`src/rtl/rr_pkg.sv`:
```
package rr_pkg;
  typedef enum logic [1:0] {
    ST_RUN   = 2'd0,
    ST_ORDER = 2'd1,
    ST_DRAIN = 2'd2,
    ST_FLUSH = 2'd3
  } rr_state_e;
endpackage

```
`src/rtl/rr_wfifo.sv`:
```
module rr_wfifo #(
  parameter int DEPTH = 8,
  parameter int AW    = 26,
  parameter int DW    = 256,
  localparam int CW   = $clog2(DEPTH + 1),
  localparam int PW   = (DEPTH > 1) ? $clog2(DEPTH) : 1
) (
  input  logic          clk_i,
  input  logic          rst_ni,
  input  logic          push_i,
  input  logic [AW-1:0] addr_i,
  input  logic [DW-1:0] data_i,
  input  logic          pop_i,
  input  logic [AW-1:0] cmp_addr_i,
  output logic [AW-1:0] head_addr_o,
  output logic [DW-1:0] head_data_o,
  output logic [CW-1:0] count_o,
  output logic          full_o,
  output logic          empty_o,
  output logic          match_o
);
  logic [AW-1:0]    addr_q [DEPTH];
  logic [DW-1:0]    data_q [DEPTH];
  logic             vld_q  [DEPTH];
  logic [DEPTH-1:0] vld_vec, hit;
  logic [PW-1:0]    wp_q, rp_q;
  logic [CW-1:0]    cnt_q;

  function automatic logic [PW-1:0] ptr_inc(input logic [PW-1:0] p);
    return (p == PW'(DEPTH - 1)) ? '0 : p + PW'(1);
  endfunction

  for (genvar i = 0; i < DEPTH; i++) begin : g_slot
    logic we, re;
    assign we = push_i && (wp_q == PW'(i));
    assign re = pop_i && (rp_q == PW'(i));

    always_ff @(posedge clk_i or negedge rst_ni) begin
      if (!rst_ni)  vld_q[i] <= 1'b0;
      else if (we)  vld_q[i] <= 1'b1;
      else if (re)  vld_q[i] <= 1'b0;
    end

    always_ff @(posedge clk_i) begin
      if (we) begin
        addr_q[i] <= addr_i;
        data_q[i] <= data_i;
      end
    end

    assign vld_vec[i] = vld_q[i];
    // parallel line compare against every parked write
    assign hit[i]     = vld_q[i] && (addr_q[i] == cmp_addr_i);
  end

  always_ff @(posedge clk_i or negedge rst_ni) begin
    if (!rst_ni) begin
      wp_q  <= '0;
      rp_q  <= '0;
      cnt_q <= '0;
    end else begin
      if (push_i) wp_q <= ptr_inc(wp_q);
      if (pop_i)  rp_q <= ptr_inc(rp_q);
      cnt_q <= cnt_q + CW'(push_i) - CW'(pop_i);
    end
  end

  assign head_addr_o = addr_q[rp_q];
  assign head_data_o = data_q[rp_q];
  assign count_o     = cnt_q;
  assign full_o      = (cnt_q == CW'(DEPTH));
  assign empty_o     = (cnt_q == '0);
  assign match_o     = |hit;

  a_r5_no_overflow: assert property (@(posedge clk_i) disable iff (!rst_ni)
    push_i |-> (cnt_q < CW'(DEPTH)));
  a_r4_no_underflow: assert property (@(posedge clk_i) disable iff (!rst_ni)
    pop_i |-> (cnt_q != '0));
  a_r4_vld_count: assert property (@(posedge clk_i) disable iff (!rst_ni)
    $countones(vld_vec) == int'(cnt_q));
endmodule

```
`src/rtl/rr_rdslot.sv`:
```
module rr_rdslot #(
  parameter int AW = 26
) (
  input  logic          clk_i,
  input  logic          rst_ni,
  input  logic          take_i,
  input  logic [AW-1:0] addr_i,
  input  logic          issue_i,
  output logic          vld_o,
  output logic [AW-1:0] addr_o
);
  logic          vld_q;
  logic [AW-1:0] addr_q;

  always_ff @(posedge clk_i or negedge rst_ni) begin
    if (!rst_ni)      vld_q <= 1'b0;
    else if (take_i)  vld_q <= 1'b1;
    else if (issue_i) vld_q <= 1'b0;
  end

  always_ff @(posedge clk_i) begin
    if (take_i) addr_q <= addr_i;
  end

  assign vld_o  = vld_q;
  assign addr_o = addr_q;

  a_r10_no_overwrite: assert property (@(posedge clk_i) disable iff (!rst_ni)
    take_i |-> !vld_q);
  a_r10_issue_valid: assert property (@(posedge clk_i) disable iff (!rst_ni)
    issue_i |-> vld_q);
endmodule

```
`src/rtl/rr_ctrl.sv`:
```
module rr_ctrl #(
  parameter int DEPTH = 8,
  localparam int CW   = $clog2(DEPTH + 1)
) (
  input  logic          clk_i,
  input  logic          rst_ni,
  input  logic          rd_vld_i,
  input  logic          hazard_i,
  input  logic          empty_i,
  input  logic          full_i,
  input  logic [CW-1:0] count_i,
  input  logic [CW-1:0] lwm_i,
  input  logic          push_i,
  input  logic          flush_i,
  input  logic          mem_ready_i,
  output logic          sel_wr_o,
  output logic          sel_rd_o,
  output logic          pop_o,
  output logic          rd_issue_o,
  output logic          acc_rd_o,
  output logic          acc_wr_o
);
  import rr_pkg::*;

  rr_state_e     state_q, state_d;
  logic          hold_q, hold_wr_q;
  logic          sel_wr, sel_rd;
  logic [CW-1:0] cnt_nxt;

  always_comb begin
    if (hold_q) begin
      sel_wr = hold_wr_q;
      sel_rd = !hold_wr_q;
    end else begin
      sel_wr = !empty_i && (state_q == ST_DRAIN || state_q == ST_FLUSH ||
                            !rd_vld_i || hazard_i);
      sel_rd = rd_vld_i && !sel_wr && (state_q != ST_DRAIN);
    end
  end

  assign pop_o      = sel_wr && mem_ready_i;
  assign rd_issue_o = sel_rd && mem_ready_i;
  assign cnt_nxt    = count_i + CW'(push_i) - CW'(pop_o);

  always_comb begin
    state_d = state_q;
    unique case (state_q)
      ST_RUN: begin
        if (flush_i)                     state_d = ST_FLUSH;
        else if (cnt_nxt == CW'(DEPTH))  state_d = ST_DRAIN;
        else if (rd_vld_i && hazard_i)   state_d = ST_ORDER;
      end
      ST_ORDER: if (!(rd_vld_i && hazard_i)) state_d = ST_RUN;
      ST_DRAIN: if (cnt_nxt <= lwm_i)        state_d = ST_RUN;
      ST_FLUSH: if (!flush_i && empty_i && !rd_vld_i) state_d = ST_RUN;
      default:                               state_d = ST_RUN;
    endcase
  end

  always_ff @(posedge clk_i or negedge rst_ni) begin
    if (!rst_ni) begin
      state_q   <= ST_RUN;
      hold_q    <= 1'b0;
      hold_wr_q <= 1'b0;
    end else begin
      state_q   <= state_d;
      hold_q    <= (sel_wr || sel_rd) && !mem_ready_i;
      hold_wr_q <= sel_wr;
    end
  end

  assign acc_rd_o = !rd_vld_i && !flush_i && (state_q != ST_FLUSH);
  assign acc_wr_o = acc_rd_o && !full_i && (state_q != ST_DRAIN);
  assign sel_wr_o = sel_wr;
  assign sel_rd_o = sel_rd;

  a_r3_rd_no_hazard: assert property (@(posedge clk_i) disable iff (!rst_ni)
    sel_rd |-> !hazard_i);
  a_r5_drain_no_rd: assert property (@(posedge clk_i) disable iff (!rst_ni)
    (sel_rd && !hold_q) |-> (state_q != ST_DRAIN));
  a_r5_drain_stays_above: assert property (@(posedge clk_i) disable iff (!rst_ni)
    (state_q == ST_DRAIN) |-> !empty_i);
endmodule

```
`src/rtl/rr_reorder.sv`:
```
module rr_reorder #(
  parameter int DEPTH = 8,
  parameter int AW    = 26,
  parameter int DW    = 256,
  localparam int CW   = $clog2(DEPTH + 1)
) (
  input  logic          clk_i,
  input  logic          rst_ni,
  input  logic          req_valid_i,
  output logic          req_ready_o,
  input  logic          req_write_i,
  input  logic [AW-1:0] req_addr_i,
  input  logic [DW-1:0] req_data_i,
  output logic          mem_valid_o,
  input  logic          mem_ready_i,
  output logic          mem_write_o,
  output logic [AW-1:0] mem_addr_o,
  output logic [DW-1:0] mem_data_o,
  input  logic [CW-1:0] drain_lwm_i,
  input  logic          flush_i,
  output logic          idle_o
);
  logic          push, rd_take, pop, rd_issue;
  logic          sel_wr, sel_rd, acc_rd, acc_wr;
  logic          rd_vld, hazard, full, empty;
  logic [AW-1:0] rd_addr, head_addr;
  logic [DW-1:0] head_data;
  logic [CW-1:0] count;

  assign req_ready_o = req_write_i ? acc_wr : acc_rd;
  assign push        = req_valid_i && req_ready_o && req_write_i;
  assign rd_take     = req_valid_i && req_ready_o && !req_write_i;

  rr_wfifo #(.DEPTH(DEPTH), .AW(AW), .DW(DW)) i_wfifo (
    .clk_i, .rst_ni,
    .push_i(push), .addr_i(req_addr_i), .data_i(req_data_i),
    .pop_i(pop), .cmp_addr_i(rd_addr),
    .head_addr_o(head_addr), .head_data_o(head_data),
    .count_o(count), .full_o(full), .empty_o(empty), .match_o(hazard)
  );

  rr_rdslot #(.AW(AW)) i_rdslot (
    .clk_i, .rst_ni,
    .take_i(rd_take), .addr_i(req_addr_i), .issue_i(rd_issue),
    .vld_o(rd_vld), .addr_o(rd_addr)
  );

  rr_ctrl #(.DEPTH(DEPTH)) i_ctrl (
    .clk_i, .rst_ni,
    .rd_vld_i(rd_vld), .hazard_i(hazard && rd_vld), .empty_i(empty),
    .full_i(full), .count_i(count), .lwm_i(drain_lwm_i), .push_i(push),
    .flush_i, .mem_ready_i,
    .sel_wr_o(sel_wr), .sel_rd_o(sel_rd), .pop_o(pop), .rd_issue_o(rd_issue),
    .acc_rd_o(acc_rd), .acc_wr_o(acc_wr)
  );

  assign mem_valid_o = sel_wr || sel_rd;
  assign mem_write_o = sel_wr;
  assign mem_addr_o  = sel_wr ? head_addr : rd_addr;
  assign mem_data_o  = sel_wr ? head_data : '0;
  assign idle_o      = empty && !rd_vld;

  a_r8_hold_stable: assert property (@(posedge clk_i) disable iff (!rst_ni)
    (mem_valid_o && !mem_ready_i) |=>
      (mem_valid_o && $stable(mem_write_o) && $stable(mem_addr_o) && $stable(mem_data_o)));
  a_r10_rd_blocks: assert property (@(posedge clk_i) disable iff (!rst_ni)
    rd_vld |-> !req_ready_o);
  a_r7_flush_blocks: assert property (@(posedge clk_i) disable iff (!rst_ni)
    flush_i |-> !req_ready_o);
  a_r1_idle_quiet: assert property (@(posedge clk_i) disable iff (!rst_ni)
    idle_o |-> !mem_valid_o);
endmodule

```
`config.mk`:
```
export PLATFORM = sky130hd
export DESIGN_NAME = rr_reorder
export DESIGN_NICKNAME = d
export VERILOG_FILES = /design/src/rtl/rr_pkg.sv /design/src/rtl/rr_wfifo.sv /design/src/rtl/rr_rdslot.sv /design/src/rtl/rr_ctrl.sv /design/src/rtl/rr_reorder.sv
export SDC_FILE = /design/constraint.sdc
export NUM_CORES = 2
export LEC_CHECK = 0
export BUFFER_PORTS_ARGS = -buffer_cell sky130_fd_sc_hd__buf_2
export CORE_UTILIZATION = 45
export CTS_CLUSTER_SIZE = 28
export DETAILED_ROUTE_END_ITERATION = 16
export SYNTH_ARGS = -nofsm -noshare
export SYNTH_HDL_FRONTEND = slang
export SYNTH_SLANG_ARGS = --single-unit
```
`constraint.sdc`:
```
create_clock -name clk_i -period 10.39 [get_ports clk_i]
set_input_delay 0.5195 -clock clk_i [delete_from_list [all_inputs] [get_ports clk_i]]
set_output_delay 0.5195 -clock clk_i [all_outputs]
set_load 0.05 [all_outputs]
```
==> results.py <==
metrics = {
    "logic_synthesis": {
        "synth_cell_types": 48,
        "synth_compound_area_share_pct": 2.58,
        "synth_top_family_by_area": "multiplexers",
        "synth_simple_gate_area_share_pct": 3.16,
        "synthArstFlopShare_pct": 0.998,
        "synth_fa_ha_area_share_pct": 0.324,
        "synth_top_cell_area_share_pct": 75.3,
        "yosysSeqAreaShare_pct": 75.9,
        "yosysTopAreaCell": "edfxtp_1",
        "ys_warn_count": 0,
        "synth_ff_type": "edfxtp_1",
        "syn_area_per_cell_um2": 20.7,
        "synth.cell_area_um2": 91000,
        "synth.area.top_cells": "edfxtp_1 75%, mux4_2 14%, nand2_1 2.5%",
        "synth-edff-count": 2282,
        "synth_cells": 4397,
        "synth.net_count": 4712,
        "synth_mux_area_share_pct": 14.4,
        "ys_ff_latch": 2305,
        "synth_xor_area_share_pct": 2.02,
    },
    "power_and_ir_drop": {
        "power.leakage_nw": 34.8,
        "p_per_area_nw_per_um2": 285,
        "power_mw": 30.5,
        "ir_drop_uv": 252,
    },
    "sta": {
        "fmax_mhz": 182,
        "hold_viol": 0,
        "fin_crit_ns": 5.49,
        "rsz0062_at_grt": "false",
        "setup_viol": 0,
        "fin_tns_setup_ns": 0,
        "max-slew-margin-rel_pct": 17.9,
        "slew_violations": 0,
        "tightest_slew_ns": 1.23,
        "finClkSkew_ns": 0.0646,
        "min_period_over_period_pct": 52.9,
    },
    "finish": {
        "fin_cells": 8169,
        "fillerInstances": 15800,
        "drive_above_1_share_pct": 32.2,
        "area_growth_syn_to_layout_pct": 17.6,
        "final_nets": 5614,
    },
    "die": {
        "coreArea_um2": 200000,
        "ios": 578,
        "initial_core_util_pct": 45.4,
        "dieArea_um2": 204000,
        "die_w_um": 452,
        "die_h_um": 452,
        "rows": 164,
    },
    "placement": {
        "dp_cells": 7438,
        "port_buffers": 577,
        "place_congestion": 0.871,
        "hpwl_mm": 125,
    },
    "global_route": {
        "overflow": 0,
        "grt_pass1_wl_mm": 329,
        "grt_max_degree": 140,
        "grt_pass1_vias": 47400,
        "gr-usage-all-layers_pct": 22.2,
        "antenna_found_initial": 43,
    },
    "clocking": {
        "cts_buffer_depth": 3,
        "numCtsBuffers": 230,
        "h-tree-depth": 4,
        "cts_sinks": 2305,
        "cts_tree": "built",
        "post_cts_resized": 0,
        "clk_latency_ns": 0.90,
        "ctsRootBufferMaster": "clkbuf_16",
        "clk_pin_slew_ns": 0.06,
    },
    "routing": {
        "wirelength_mm": 226,
        "via_count": 45800,
        "firstDrtPassIters": 5,
        "drtIter0Drc": 3400,
        "routedWlPerCell_um": 27.7,
        "postRouteAntennaNets": 0,
        "vias_per_cell": 5.60,
        "drcViolationCount": 0,
    },
    "flow_run": {
        "cap_violations": 0,
    },
    "worst_setup_path": {
        "worst-setup-path-type": "reg -> out",
        "cp-end-kind": "output pin",
        "critPathMaxFanout": 110,
        "path_buf_inv": 2,
        "critPathRequiredTime_ns": 9.87,
        "critical-path-max-stage-delay_ns": 0.65,
        "crit_family": "compound AO/OA/AOI/OAI gates",
        "cp-start-kind": "flop",
        "crit_path_top_delay_cell": "a21oi_1",
        "crit_arrival_ns": 4.97,
        "crit_chain": "xnor2_1 -> nand4_1 -> nor4_1 -> a22oi_1 -> and4_4 -> a21o_4 -> buf_12 -> a21oi_1 -> buf_2",
        "r2r_slack_ns": 5.82,
    },
    "min_path": {
        "hold_class": "in -> reg",
    },
    "status": {
        "status": "complete, no violations",
    },
}
[cells in the final DEF, fill, tap and decap left out, types with 7 or more instances in the layout]
master / n
inv_1: 18
clkinv_1: 60
nor3_1: 16
mux4_2: 564
nand4_1: 48
mux2_4: 20
clkinvlp_4: 10
dlygate4sd3_1: 285
nor4_1: 9
clkbuf_16: 230
ha_1: 22
dfrtp_1: 20
clkinv_2: 31
edfxtp_1: 2282
nand3_1: 8
buf_2: 577
bufinv_16: 24
buf_4: 37
nor2_1: 9
a21oi_1: 39
clkbuf_1: 60
clkinv_16: 7
xnor2_1: 209
diode_2: 14
buf_12: 19
nand2_1: 600
a21oi_2: 220
[worst reg2reg max path, cell delays in order (launching register included)]
cell and delay [ns]:
edfxtp_1 0.57, xnor2_1 0.53, nand4_1 0.18, nor4_1 0.32
a22oi_1 0.14, and4_4 0.27, a211oi_4 0.40, ha_1 0.30
inv_1 0.05, ha_1 0.18, fa_1 0.48, ha_1 0.31
nor2b_1 0.13, o21ai_0 0.13, nand2b_1 0.07, a21oi_1 0.16
a41oi_1 0.06, nor2_1 0.11, a211oi_1 0.05
[kinds of logic after synthesis]
| logic type | Yosys count |
|---|---|
| flip-flops | 2305 |
| XOR/XNOR | 210 |
| AO/OA/AOI/OAI | 288 |
| multiplexers | 593 |
| buffers and inverters | 270 |
| adder cells (fa/ha/maj) | 23 |
| AND/OR/NAND/NOR | 708 |
[through the flow]
stage | utilization (%) | area (µm²) | hold slack, ns | worst slack [ns]
floorplan | - | 91000 | 0.224 | 1.05
global placement | 48.2 | 96600 | 0.523 | 5.70
detailed placement | 48.2 | 96600 | 0.516 | 5.72
CTS | 53.4 | 107000 | 0.0535 | 4.77
global route | 53.4 | 107000 | 0.157 | 4.75
finish | 53.4 | 107000 | 0.158 | 4.90
[final cells by class]
cell class	instances	area [µm²]	area share [%]
tap	2656	3320	3.11
inverter	22	113	0.105
multi-input combinational	1822	20500	19.2
antenna	14	35.0	0.0327
timing repair buffer	918	6400	5.98
clock buffer	290	5980	5.59
clock inverter	142	1550	1.44
sequential	2305	69100	64.6
[synth_stat cells (6+ instances only)]
| library cell | instances |
|---|---|
| a21oi_2 | 220 |
| dfrtp_1 | 23 |
| nor2_1 | 10 |
| a21oi_1 | 39 |
| nand3_1 | 8 |
| nand4_1 | 48 |
| buf_1 | 21 |
| clkbuf_1 | 122 |
| edfxtp_1 | 2282 |
| buf_2 | 49 |
| inv_1 | 20 |
| nand2_1 | 600 |
| mux4_2 | 564 |
| buf_6 | 36 |
| nor3_1 | 16 |
| and3_1 | 7 |
| a2bb2oi_1 | 6 |
| mux2_4 | 20 |
| xnor2_1 | 209 |
| ha_1 | 22 |
| buf_4 | 18 |
| o21ai_0 | 6 |
| nor4_1 | 9 |
[worst paths after layout]
kind                                      from            endpoint  cells past startpoint
setup / recovery           i_rdslot.addr_o[23]     mem_data_o[255]                      9
hold / removal                  drain_lwm_i[0]   i_ctrl.state_q[1]                      5
setup reg to reg           i_rdslot.addr_o[23]   i_ctrl.state_q[1]                     18
hold reg to reg              i_ctrl.state_q[0]   i_ctrl.state_q[1]                      1
max in group asynchronous               rst_ni     i_wfifo.rp_q[0]                      2
min in group asynchronous               rst_ni  i_wfifo.count_o[3]                      2
[state kept, by name, indices dropped and copies added, names as in the netlist]
register and count:
i_wfifo.data_q 2048, i_wfifo.count_o 4, i_rdslot.vld_o 1, i_ctrl.hold_q 1, i_wfifo.vld_q 8, i_ctrl.hold_wr_q 1, i_wfifo.rp_q 3, i_wfifo.wp_q 3
i_ctrl.state_q 2, i_wfifo.addr_q 208, i_rdslot.addr_o 26
[report_power, final]
group          leakage, nW  total [mW]  switching (mW)  internal, mW
registers             20.8        10.7           0.231          10.5
clock network         3.62        8.23            3.53          4.69
logic                 10.4        11.6            7.91          3.64
[routing by layer]
layer	global-route usage (%)	vias to the layer above	share of wire, %
li1	-	19500	-
met1	29.2	24500	41
met2	37.9	1339	51
met3	3.25	372	4.9
met4	7.44	14	3.3
met5	0	-	0.040
[timing repair]
action	in CTS	in global routing
hold buffers	285	0
setup endpoints to repair	0	0
hold endpoints to repair	2307	0
setup buffers	0	0
Note: power is estimated with default switching activity, not from simulation.
